<file path="src/rtl/ocmp_pkg.sv">
package ocmp_pkg;

    typedef enum logic [2:0] {
        MD_OFF = 3'd0,
        MD_SET = 3'd1,
        MD_CLR = 3'd2,
        MD_TGL = 3'd3,
        MD_ONE = 3'd4,
        MD_RPT = 3'd5,
        MD_PWM = 3'd6,
        MD_RSV = 3'd7
    } ocmp_mode_e;

    typedef enum logic [2:0] {
        ST_IDLE,
        ST_SINGLE,
        ST_ARM,
        ST_HIGH,
        ST_DONE,
        ST_PWM
    } ocmp_state_e;

    // Entry state taken by the controller when a mode is written
    function automatic ocmp_state_e entry_state(ocmp_mode_e m);
        ocmp_state_e s;
        unique case (m)
            MD_SET, MD_CLR, MD_TGL: s = ST_SINGLE;
            MD_ONE, MD_RPT:         s = ST_ARM;
            MD_PWM:                 s = ST_PWM;
            default:                s = ST_IDLE;
        endcase
        return s;
    endfunction

endpackage

</file>
<file path="src/rtl/ocmp_regs.sv">
module ocmp_regs
    import ocmp_pkg::*;
#(
    parameter int TW = 16
) (
    input  logic              clk,
    input  logic              rst_n,
    input  logic              mode_we,
    input  logic [2:0]        mode_wdata,
    input  logic              pri_we,
    input  logic [TW-1:0]     pri_wdata,
    input  logic              sec_we,
    input  logic [TW-1:0]     sec_wdata,
    output ocmp_mode_e        mode_q,
    output logic [TW-1:0]     pri_q,
    output logic [TW-1:0]     sec_q
);

    always_ff @(posedge clk or negedge rst_n) begin
        if (!rst_n) begin
            mode_q <= MD_OFF;
            pri_q  <= '0;
            sec_q  <= '0;
        end else begin
            if (mode_we) mode_q <= ocmp_mode_e'(mode_wdata);
            if (pri_we)  pri_q  <= pri_wdata;
            if (sec_we)  sec_q  <= sec_wdata;
        end
    end

endmodule

</file>
<file path="src/rtl/ocmp_match.sv">
module ocmp_match #(
    parameter int TW = 16
) (
    input  logic [TW-1:0] tmr_cnt,
    input  logic [TW-1:0] pri_q,
    input  logic [TW-1:0] sec_q,
    input  logic [TW-1:0] duty_q,
    output logic          hit_pri,
    output logic          hit_sec,
    output logic          hit_duty
);

    localparam int NCMP = 3;

    logic [TW-1:0]   ref_v [NCMP];
    logic [NCMP-1:0] eq;

    // The duty edge is compared one count early so that the registered
    // pin is high for exactly duty counts.
    assign ref_v[0] = pri_q;
    assign ref_v[1] = sec_q;
    assign ref_v[2] = duty_q - TW'(1);

    for (genvar g = 0; g < NCMP; g++) begin : g_cmp
        assign eq[g] = (tmr_cnt == ref_v[g]);
    end

    assign hit_pri  = eq[0];
    assign hit_sec  = eq[1];
    assign hit_duty = eq[2] && (duty_q != '0);

endmodule

</file>
<file path="src/rtl/ocmp_fsm.sv">
module ocmp_fsm
    import ocmp_pkg::*;
#(
    parameter int TW = 16
) (
    input  logic              clk,
    input  logic              rst_n,
    input  logic              mode_we,
    input  logic [2:0]        mode_wdata,
    input  ocmp_mode_e        mode_q,
    input  logic              tmr_period_hit,
    input  logic              hit_pri,
    input  logic              hit_sec,
    input  logic              hit_duty,
    input  logic [TW-1:0]     sec_q,
    output logic              pin_q,
    output logic              irq_q,
    output logic [TW-1:0]     duty_q,
    output ocmp_state_e       state_q
);

    ocmp_state_e   state_nx;
    logic          pin_nx;
    logic          irq_nx;
    logic [TW-1:0] duty_nx;

    // State register
    always_ff @(posedge clk or negedge rst_n) begin
        if (!rst_n) state_q <= ST_IDLE;
        else        state_q <= state_nx;
    end

    // Next state
    always_comb begin
        state_nx = state_q;
        if (mode_we) begin
            state_nx = entry_state(ocmp_mode_e'(mode_wdata));
        end else begin
            unique case (state_q)
                ST_IDLE, ST_SINGLE, ST_DONE, ST_PWM: state_nx = state_q;
                ST_ARM:  if (hit_pri) state_nx = ST_HIGH;
                ST_HIGH: if (hit_sec) state_nx = (mode_q == MD_RPT) ? ST_ARM : ST_DONE;
                default: state_nx = ST_IDLE;
            endcase
        end
    end

    // Output decisions, taken from the current state
    always_comb begin
        pin_nx  = pin_q;
        irq_nx  = 1'b0;
        duty_nx = duty_q;
        unique case (state_q)
            ST_SINGLE: begin
                if (hit_pri) begin
                    irq_nx = 1'b1;
                    unique case (mode_q)
                        MD_SET:  pin_nx = 1'b1;
                        MD_CLR:  pin_nx = 1'b0;
                        MD_TGL:  pin_nx = ~pin_q;
                        default: pin_nx = pin_q;
                    endcase
                end
            end
            ST_ARM: begin
                if (hit_pri) pin_nx = 1'b1;
            end
            ST_HIGH: begin
                if (hit_sec) begin
                    pin_nx = 1'b0;
                    irq_nx = 1'b1;
                end
            end
            ST_PWM: begin
                if (tmr_period_hit) begin
                    duty_nx = sec_q;
                    pin_nx  = (sec_q != '0);
                end else if (hit_duty) begin
                    pin_nx  = 1'b0;
                end
            end
            default: begin
                pin_nx = pin_q;
            end
        endcase
        if (mode_we) duty_nx = '0;
    end

    // Output register
    always_ff @(posedge clk or negedge rst_n) begin
        if (!rst_n) begin
            pin_q  <= 1'b0;
            irq_q  <= 1'b0;
            duty_q <= '0;
        end else begin
            pin_q  <= pin_nx;
            irq_q  <= irq_nx;
            duty_q <= duty_nx;
        end
    end

endmodule

</file>
<file path="src/rtl/ocmp_unit.sv">
module ocmp_unit
    import ocmp_pkg::*;
#(
    parameter int TW = 16
) (
    input  logic          clk,
    input  logic          rst_n,
    input  logic [TW-1:0] tmr_cnt,
    input  logic          tmr_period_hit,
    input  logic          mode_we,
    input  logic [2:0]    mode_wdata,
    input  logic          pri_we,
    input  logic [TW-1:0] pri_wdata,
    input  logic          sec_we,
    input  logic [TW-1:0] sec_wdata,
    output logic          pin_out,
    output logic          irq_pulse
);

    ocmp_mode_e    mode_q;
    ocmp_state_e   fsm_state;
    logic [TW-1:0] pri_q;
    logic [TW-1:0] sec_q;
    logic [TW-1:0] duty_q;
    logic          hit_pri;
    logic          hit_sec;
    logic          hit_duty;

    ocmp_regs #(.TW(TW)) u_regs (
        .clk        (clk),
        .rst_n      (rst_n),
        .mode_we    (mode_we),
        .mode_wdata (mode_wdata),
        .pri_we     (pri_we),
        .pri_wdata  (pri_wdata),
        .sec_we     (sec_we),
        .sec_wdata  (sec_wdata),
        .mode_q     (mode_q),
        .pri_q      (pri_q),
        .sec_q      (sec_q)
    );

    ocmp_match #(.TW(TW)) u_match (
        .tmr_cnt  (tmr_cnt),
        .pri_q    (pri_q),
        .sec_q    (sec_q),
        .duty_q   (duty_q),
        .hit_pri  (hit_pri),
        .hit_sec  (hit_sec),
        .hit_duty (hit_duty)
    );

    ocmp_fsm #(.TW(TW)) u_fsm (
        .clk            (clk),
        .rst_n          (rst_n),
        .mode_we        (mode_we),
        .mode_wdata     (mode_wdata),
        .mode_q         (mode_q),
        .tmr_period_hit (tmr_period_hit),
        .hit_pri        (hit_pri),
        .hit_sec        (hit_sec),
        .hit_duty       (hit_duty),
        .sec_q          (sec_q),
        .pin_q          (pin_out),
        .irq_q          (irq_pulse),
        .duty_q         (duty_q),
        .state_q        (fsm_state)
    );

endmodule

</file>
<file path="config.mk">
export PLATFORM = sky130hd
export DESIGN_NAME = ocmp_unit
export DESIGN_NICKNAME = d
export VERILOG_FILES = /design/src/rtl/ocmp_pkg.sv /design/src/rtl/ocmp_regs.sv /design/src/rtl/ocmp_match.sv /design/src/rtl/ocmp_fsm.sv /design/src/rtl/ocmp_unit.sv
export SDC_FILE = /design/constraint.sdc
export NUM_CORES = 1
export LEC_CHECK = 0
export BUFFER_PORTS_ARGS = -buffer_cell sky130_fd_sc_hd__buf_4
export CORE_MARGIN = 2
export CORE_UTILIZATION = 45
export DETAILED_ROUTE_END_ITERATION = 12
export GPL_ROUTABILITY_DRIVEN = 0
export PLACE_DENSITY = 0.71
export SYNTH_ARGS = -nofsm -noshare
export SYNTH_HDL_FRONTEND = slang
export SYNTH_SLANG_ARGS = --single-unit
</file>
<file path="constraint.sdc">
create_clock -name clk -period 4.3 [get_ports clk]
set_clock_uncertainty 0.2 [all_clocks]
set_input_delay 0.86 -clock clk [delete_from_list [all_inputs] [get_ports clk]]
set_output_delay 0.86 -clock clk [all_outputs]
set_load 0.01 [all_outputs]
</file>
==> run_results.csv, run 1 <==
group,metric,value,unit
synth,postSynthCellCount,342,
layout,final_cell_mix,"buf_4, dfrtp_1, nand2_1",
setup_path,max_stage_delay,0.60,ns
synth,syn_area,3400,sq um
detailed_routing,postRouteAntennaNets,0,
pwr,leakagePower,0.00168,uW
layout,mostFrequentLayoutCell,"buf_4",
setup_path,crit_type,"reg2reg",
setup_path,path_cells,"inv_1 -> ha_1 -> or4b_4 -> nor4b_4 -> mux2i_1 -> o311ai_2 -> o2111a_1 -> a311oi_1 -> a21oi_2",
synth,postSynth.asyncResetShare,1.00,
pwr,power_density,324,nW/um^2
sta,grt_setup_unrepaired,"false",
place,io_buffer_count,58,
hold_path,worstHoldPathType,"reg2reg",
setup_path,path_buf_inv,1,
layout,postLayoutCellArea,4000,sq um
detailed_routing,wl_per_cell,17.1,um
synth,synth_area_leaders,"dfrtp_1, mux2_2, xnor2_1",
synth,yosysTopAreaCell,"dfrtp_1",
outcome,status,"completed",
sta,fin_crit_sh,0.707,
setup_path,path_delay_family,"simple AND/OR/NAND/NOR gates",
clocking,cts_made_buffers,5,
grt,overflow,0,
clocking,clk_pin_slew,0.10,ns
sta,finalHoldViolCount,0,
detailed_routing,vias,2729,
detailed_routing,drt_first_pass_iters,5,
clocking,ctsRootBufferMaster,"clkbuf_8",
place,post_dp_cell_area,3870,sq um
setup_path,crit_slowest_cell,"or4b_4",
grt,grt_max_degree,57,
sta,fmax,329,MHz
floorplan,die_y,90.9,um
grt,grt_pass1_wl,14.1,mm
layout,area_growth_syn_to_layout,17.7,%
floorplan,dieArea,8260,sq um
synth,synth_warnings,0,
floorplan,start_util,0.466,
setup_path,critical_path_required,4.29,ns
place,dp_hpwl,6.42,mm
detailed_routing,vias_per_cell,5.60,
setup_path,arrival,3.03,ns
sta,slew_headroom,0.488,
clocking,cts-resized-gates,0,
synth,synth_nets,400,
clocking,cts.sink_count,56,
detailed_routing,drc,0,
synth,ys_ff_latch,56,
synth,yosys.area.top_type_share,0.412,
floorplan,core_area,7290,sq um
floorplan,io_pins,59,
layout,drive_gt1_frac,0.289,
layout,nets,446,
sta,setup_viol,0,
setup_path,cp_max_fo,10,
layout,n_antenna_cell,0,
setup_path,crit_path_end_kind,"flop",
sta,tns,0,ns
setup_path,cp-start-kind,"flop",
clocking,postCtsSetupRepairBufs,0,
flow_run,max_cap_violations,0,
clocking,htreeDepth,2,
pwr,vdd_drop_max,0.176,mV
synth,seq_area_frac_synth,0.412,
grt,grtUsageTotal,0.211,
clocking,cts_tree,"done",
synth,syn_avg_cell_area,9.94,sq um
detailed_routing,drtIter0Drc,163,
grt,grt_pass1_vias,2845,
clocking,clk_path_buf_depth,2,
floorplan,dieWidth,90.9,um
synth,synth_top_flop_cell,"dfrtp_1",
detailed_routing,routed_wl,8.34,mm
clocking,insertion_delay,0.31,ns
floorplan,row_count,31,
synth,post_synth_num_cell_types,47,
sta,maxSlewViolCount,0,
clocking,hold_buffers,0,
sta,min_period,3.04,ns
synth,synth-edff-count,0,
grt,antenna_found_initial,0,
pwr,power,1300,uW
sta,tightest_slew,0.761,ns
==> cells by family (layout without fill, tap and decap cells) <==
group | count (synthesis) | after routing | synth area share
buf+inv | 29 | 75 | 0.0365
simple gates | 111 | 111 | 0.179
xor+xnor | 50 | 50 | 0.129
flops | 56 | 56 | 0.412
fa+ha+maj | 1 | 1 | 0.00368
mux | 43 | 43 | 0.141
compound gates | 52 | 52 | 0.0994
==> worst reg2reg max path, cell delays in order, from the launching register on <==
cell      delay (ns)
dfrtp_1         0.46
inv_1           0.09
ha_1            0.24
or4b_4          0.60
nor4b_4         0.35
mux2i_1         0.28
o311ai_2        0.16
o2111a_1        0.19
a311oi_1        0.32
a21oi_2         0.05
==> layer usage <==
metal  part of all wire  track usage  vias to the layer above
met1               0.47        0.300                     1334
met2               0.46        0.332                       80
met5                  0            0                        -
met4              0.014       0.0593                        0
li1                   -            -                     1304
met3              0.057       0.0359                       11
==> Yosys cell counts, types with 2 or more instances <==
cell type	n
dfrtp_1	56
nand2_1	44
xnor2_1	41
mux2_2	38
a21oi_1	21
clkbuf_1	16
nor4_1	11
o21ai_0	11
inv_1	10
nand4_1	10
nor2_1	9
xor2_1	9
nor3_1	7
mux2i_1	5
nand2b_1	5
nand3_1	5
nor3b_1	4
and3_1	3
nor2b_1	3
a211oi_1	2
a31oi_1	2
buf_6	2
nand3b_1	2
o311a_1	2
or2_2	2
==> flip-flops by register name (all words and copies together) (netlist names) <==
| signal | flops |
|---|---|
| u_fsm.duty_q | 16 |
| u_regs.mode_q | 3 |
| u_fsm.irq_q | 1 |
| u_regs.pri_q | 16 |
| u_fsm.pin_q | 1 |
| u_regs.sec_q | 16 |
| u_fsm.state_q | 3 |
==> power by group <==
group | leakage [uW] | internal (uW) | switching (uW)
clock | 0.0000642 | 229 | 169
combinational | 0.000920 | 149 | 119
sequential | 0.000695 | 570 | 61.1
==> per-stage QoR <==
stage | util | setup slack [ns] | instances | hold slack (ns)
after floorplan | - | 1.51 | 342 | 0.302
after CTS | 0.549 | 1.25 | 487 | 0.342
after detailed placement | 0.531 | 1.14 | 480 | 0.319
after global routing | 0.549 | 1.11 | 487 | 0.367
after global placement | 0.531 | 1.21 | 480 | 0.313
final | 0.549 | 1.26 | 487 | 0.347
==> final cells by class <==
type                            instances  area, sq um
Tap cell                               99          124
Fill cell                             658         3290
Clock inverter                          2         60.1
Sequential cell                        56         1400
Multi-Input combinational cell        257         1870
Clock buffer                            5         68.8
Timing Repair Buffer                   58          435
Inverter                               10         37.5
==> worst paths after layout <==
kind,depth (start not counted),startpoint,endpoint,slack (ns)
max in group asynchronous,1,rst_n,u_fsm.duty_q[13],3.05
worst max-delay path,9,u_fsm.duty_q[0],u_fsm.pin_q,1.26
worst min-delay path,1,u_regs.pri_q[11],u_regs.pri_q[11],0.35
worst min register to register,1,u_regs.pri_q[11],u_regs.pri_q[11],0.35
worst max register to register,9,u_fsm.duty_q[0],u_fsm.pin_q,1.26
min in group asynchronous,1,rst_n,u_regs.pri_q[4],0.39
Note: power is estimated with default switching activity, not from simulation.
==> run 2: changes to the inputs <==
==> constraint.sdc (replaced) <==
create_clock -name clk -period 3.1 [get_ports clk]
set_clock_uncertainty 0.2 [all_clocks]
set_input_delay 0.62 -clock clk [delete_from_list [all_inputs] [get_ports clk]]
set_output_delay 0.62 -clock clk [all_outputs]
set_load 0.01 [all_outputs]
==> run 2 against run 1 <==
Clock-buffer cell count is the same. Total power grew 26%. Routed wire length shrank 1.4%. Sequential power grew 38%. Clock power is essentially flat. Non-clock buffer count grew 2. Via count shrank 2.6%. Setup slack lost 1.1 ns. Hold slack lost 0.20 ns. Utilization shrank 0.39 points. Die area is the same. Combinational power grew 39%. Highest routed layer unchanged.
==> run_results.csv, run 2 (same netlist as run 1, synthesis figures left out) <==
group,metric,value,unit
clocking,clk_path_buf_depth,2,
sta,grt_setup_unrepaired,"false",
grt,overflow,0,
floorplan,die_y,90.9,um
flow_run,max_cap_violations,0,
grt,grt_pass1_vias,2637,
place,dp_hpwl,6.13,mm
layout,regArea,1400,sq um
sta,tns,0,ns
clocking,htreeDepth,2,
setup_path,critical_path_required,3.10,ns
setup_path,arrival,2.89,ns
sta,fin_crit_sh,0.933,
floorplan,dieArea,8260,sq um
sta,fmax,346,MHz
sta,setup_viol,0,
setup_path,cp_max_fo,10,
detailed_routing,drt_first_pass_iters,4,
layout,nets,448,
floorplan,start_util,0.466,
sta,worst_hold_slack,0.147,ns
clocking,postCtsSetupRepairBufs,0,
clocking,cts_tree,"done",
clocking,hold_buffers,0,
setup_path,cp-start-kind,"flop",
detailed_routing,vias_per_cell,5.44,
clocking,insertion_delay,0.31,ns
clocking,cts.sink_count,56,
layout,n_antenna_cell,0,
grt,grt_pass1_wl,13.4,mm
grt,grtUsageTotal,0.203,
setup_path,crit_type,"reg2reg",
layout,largestRegisters,"u_fsm.duty_q: 16 flops, u_regs.pri_q: 16 flops, u_regs.sec_q: 16 flops",
layout,nFillCells,687,
pwr,vdd_drop_max,0.319,mV
detailed_routing,wl_per_cell,16.8,um
grt,antenna_found_initial,0,
floorplan,row_count,31,
pwr,leakagePower,0.00167,uW
sta,slew_headroom,0.523,
layout,area_growth_syn_to_layout,16.9,%
outcome,status,"completed",
pwr,power_density,413,nW/um^2
grt,grt_max_degree,57,
layout,mostFrequentLayoutCell,"buf_4",
floorplan,core_area,7290,sq um
floorplan,io_pins,59,
detailed_routing,postRouteAntennaNets,0,
detailed_routing,vias,2659,
sta,min_period,2.89,ns
layout,final_cell_mix,"buf_4, dfrtp_1, nand2_1",
layout,drive_gt1_frac,0.292,
sta,maxSlewViolCount,0,
place,io_buffer_count,58,
layout,multi_input_area,1870,sq um
sta,tightest_slew,0.716,ns
floorplan,dieWidth,90.9,um
clocking,ctsRootBufferMaster,"clkbuf_8",
clocking,clk_pin_slew,0.10,ns
detailed_routing,drtIter0Drc,163,
sta,finalHoldViolCount,0,
setup_path,crit_path_end_kind,"flop",
detailed_routing,drc,0,
detailed_routing,routed_wl,8.22,mm
clocking,cts-resized-gates,0,
hold_path,worstHoldPathType,"in2async",
clocking,cts_made_buffers,5,
## run 2: cell types whose count changed in the layout (fill, tap and decap cells not counted), sizes merged
cell | before | now
bufinv | 2 | 0
buf | 58 | 60
inv | 10 | 11
clkinvlp | 0 | 1
## run 2: area by class of cell
class | instances | share of cell area
Clock inverter | 2 | 0.00410
Inverter | 10 | 0.00945
Timing Repair Buffer | 60 | 0.113
Sequential cell | 56 | 0.353
Clock buffer | 5 | 0.0173
Multi-Input combinational cell | 257 | 0.472
Tap cell | 99 | 0.0312
## run 2: per-stage QoR
stage	util	area (sq um)	setup slack [ns]	cells	total power, uW
finish	0.545	3970	0.208	489	1640
global route	0.545	3970	0.0203	489	1730
CTS	0.545	3970	0.193	489	1650
detailed placement	0.533	3890	0.209	482	1250
global placement	0.533	3890	0.308	482	1240
floorplan	-	3400	0.351	342	1110
## run 2: report_power, final
part | internal, uW | switching (uW)
Combinational | 206 | 166
Sequential | 790 | 78.2
Clock | 158 | 239
Total | 1150 | 483
## run 2: routing by layer
layer  up-vias  global-route usage  wire [um]
li1       1300                   -          -
met1      1291               0.293       3800
met2        59               0.322       3940
met3         9              0.0267        367
met4         0              0.0593        115
met5         -                   0          0
## run 2: worst max-delay path, stage by stage (launching register included)
cell      delay [ns]
dfrtp_1         0.45
inv_1           0.08
ha_1            0.24
or4b_4          0.59
nor4b_4         0.33
mux2i_1         0.26
o311ai_2        0.12
o2111a_1        0.16
a311oi_1        0.31
a21oi_2         0.05
## run 2: path summary, 6_finish.rpt
| path | startpoint | end | slack [ns] | cells past startpoint |
|---|---|---|---|---|
| worst min-delay path | rst_n | u_regs.pri_q[14] | 0.15 | 1 |
| worst max-delay path | u_fsm.duty_q[0] | u_fsm.pin_q | 0.21 | 9 |
| min in group clk | pri_wdata[15] | u_regs.pri_q[15] | 0.34 | 2 |
| max in group asynchronous | rst_n | u_regs.mode_q[0] | 2.07 | 1 |
| worst min register to register | u_regs.pri_q[6] | u_regs.pri_q[6] | 0.34 | 1 |
| worst max register to register | u_fsm.duty_q[0] | u_fsm.pin_q | 0.21 | 9 |
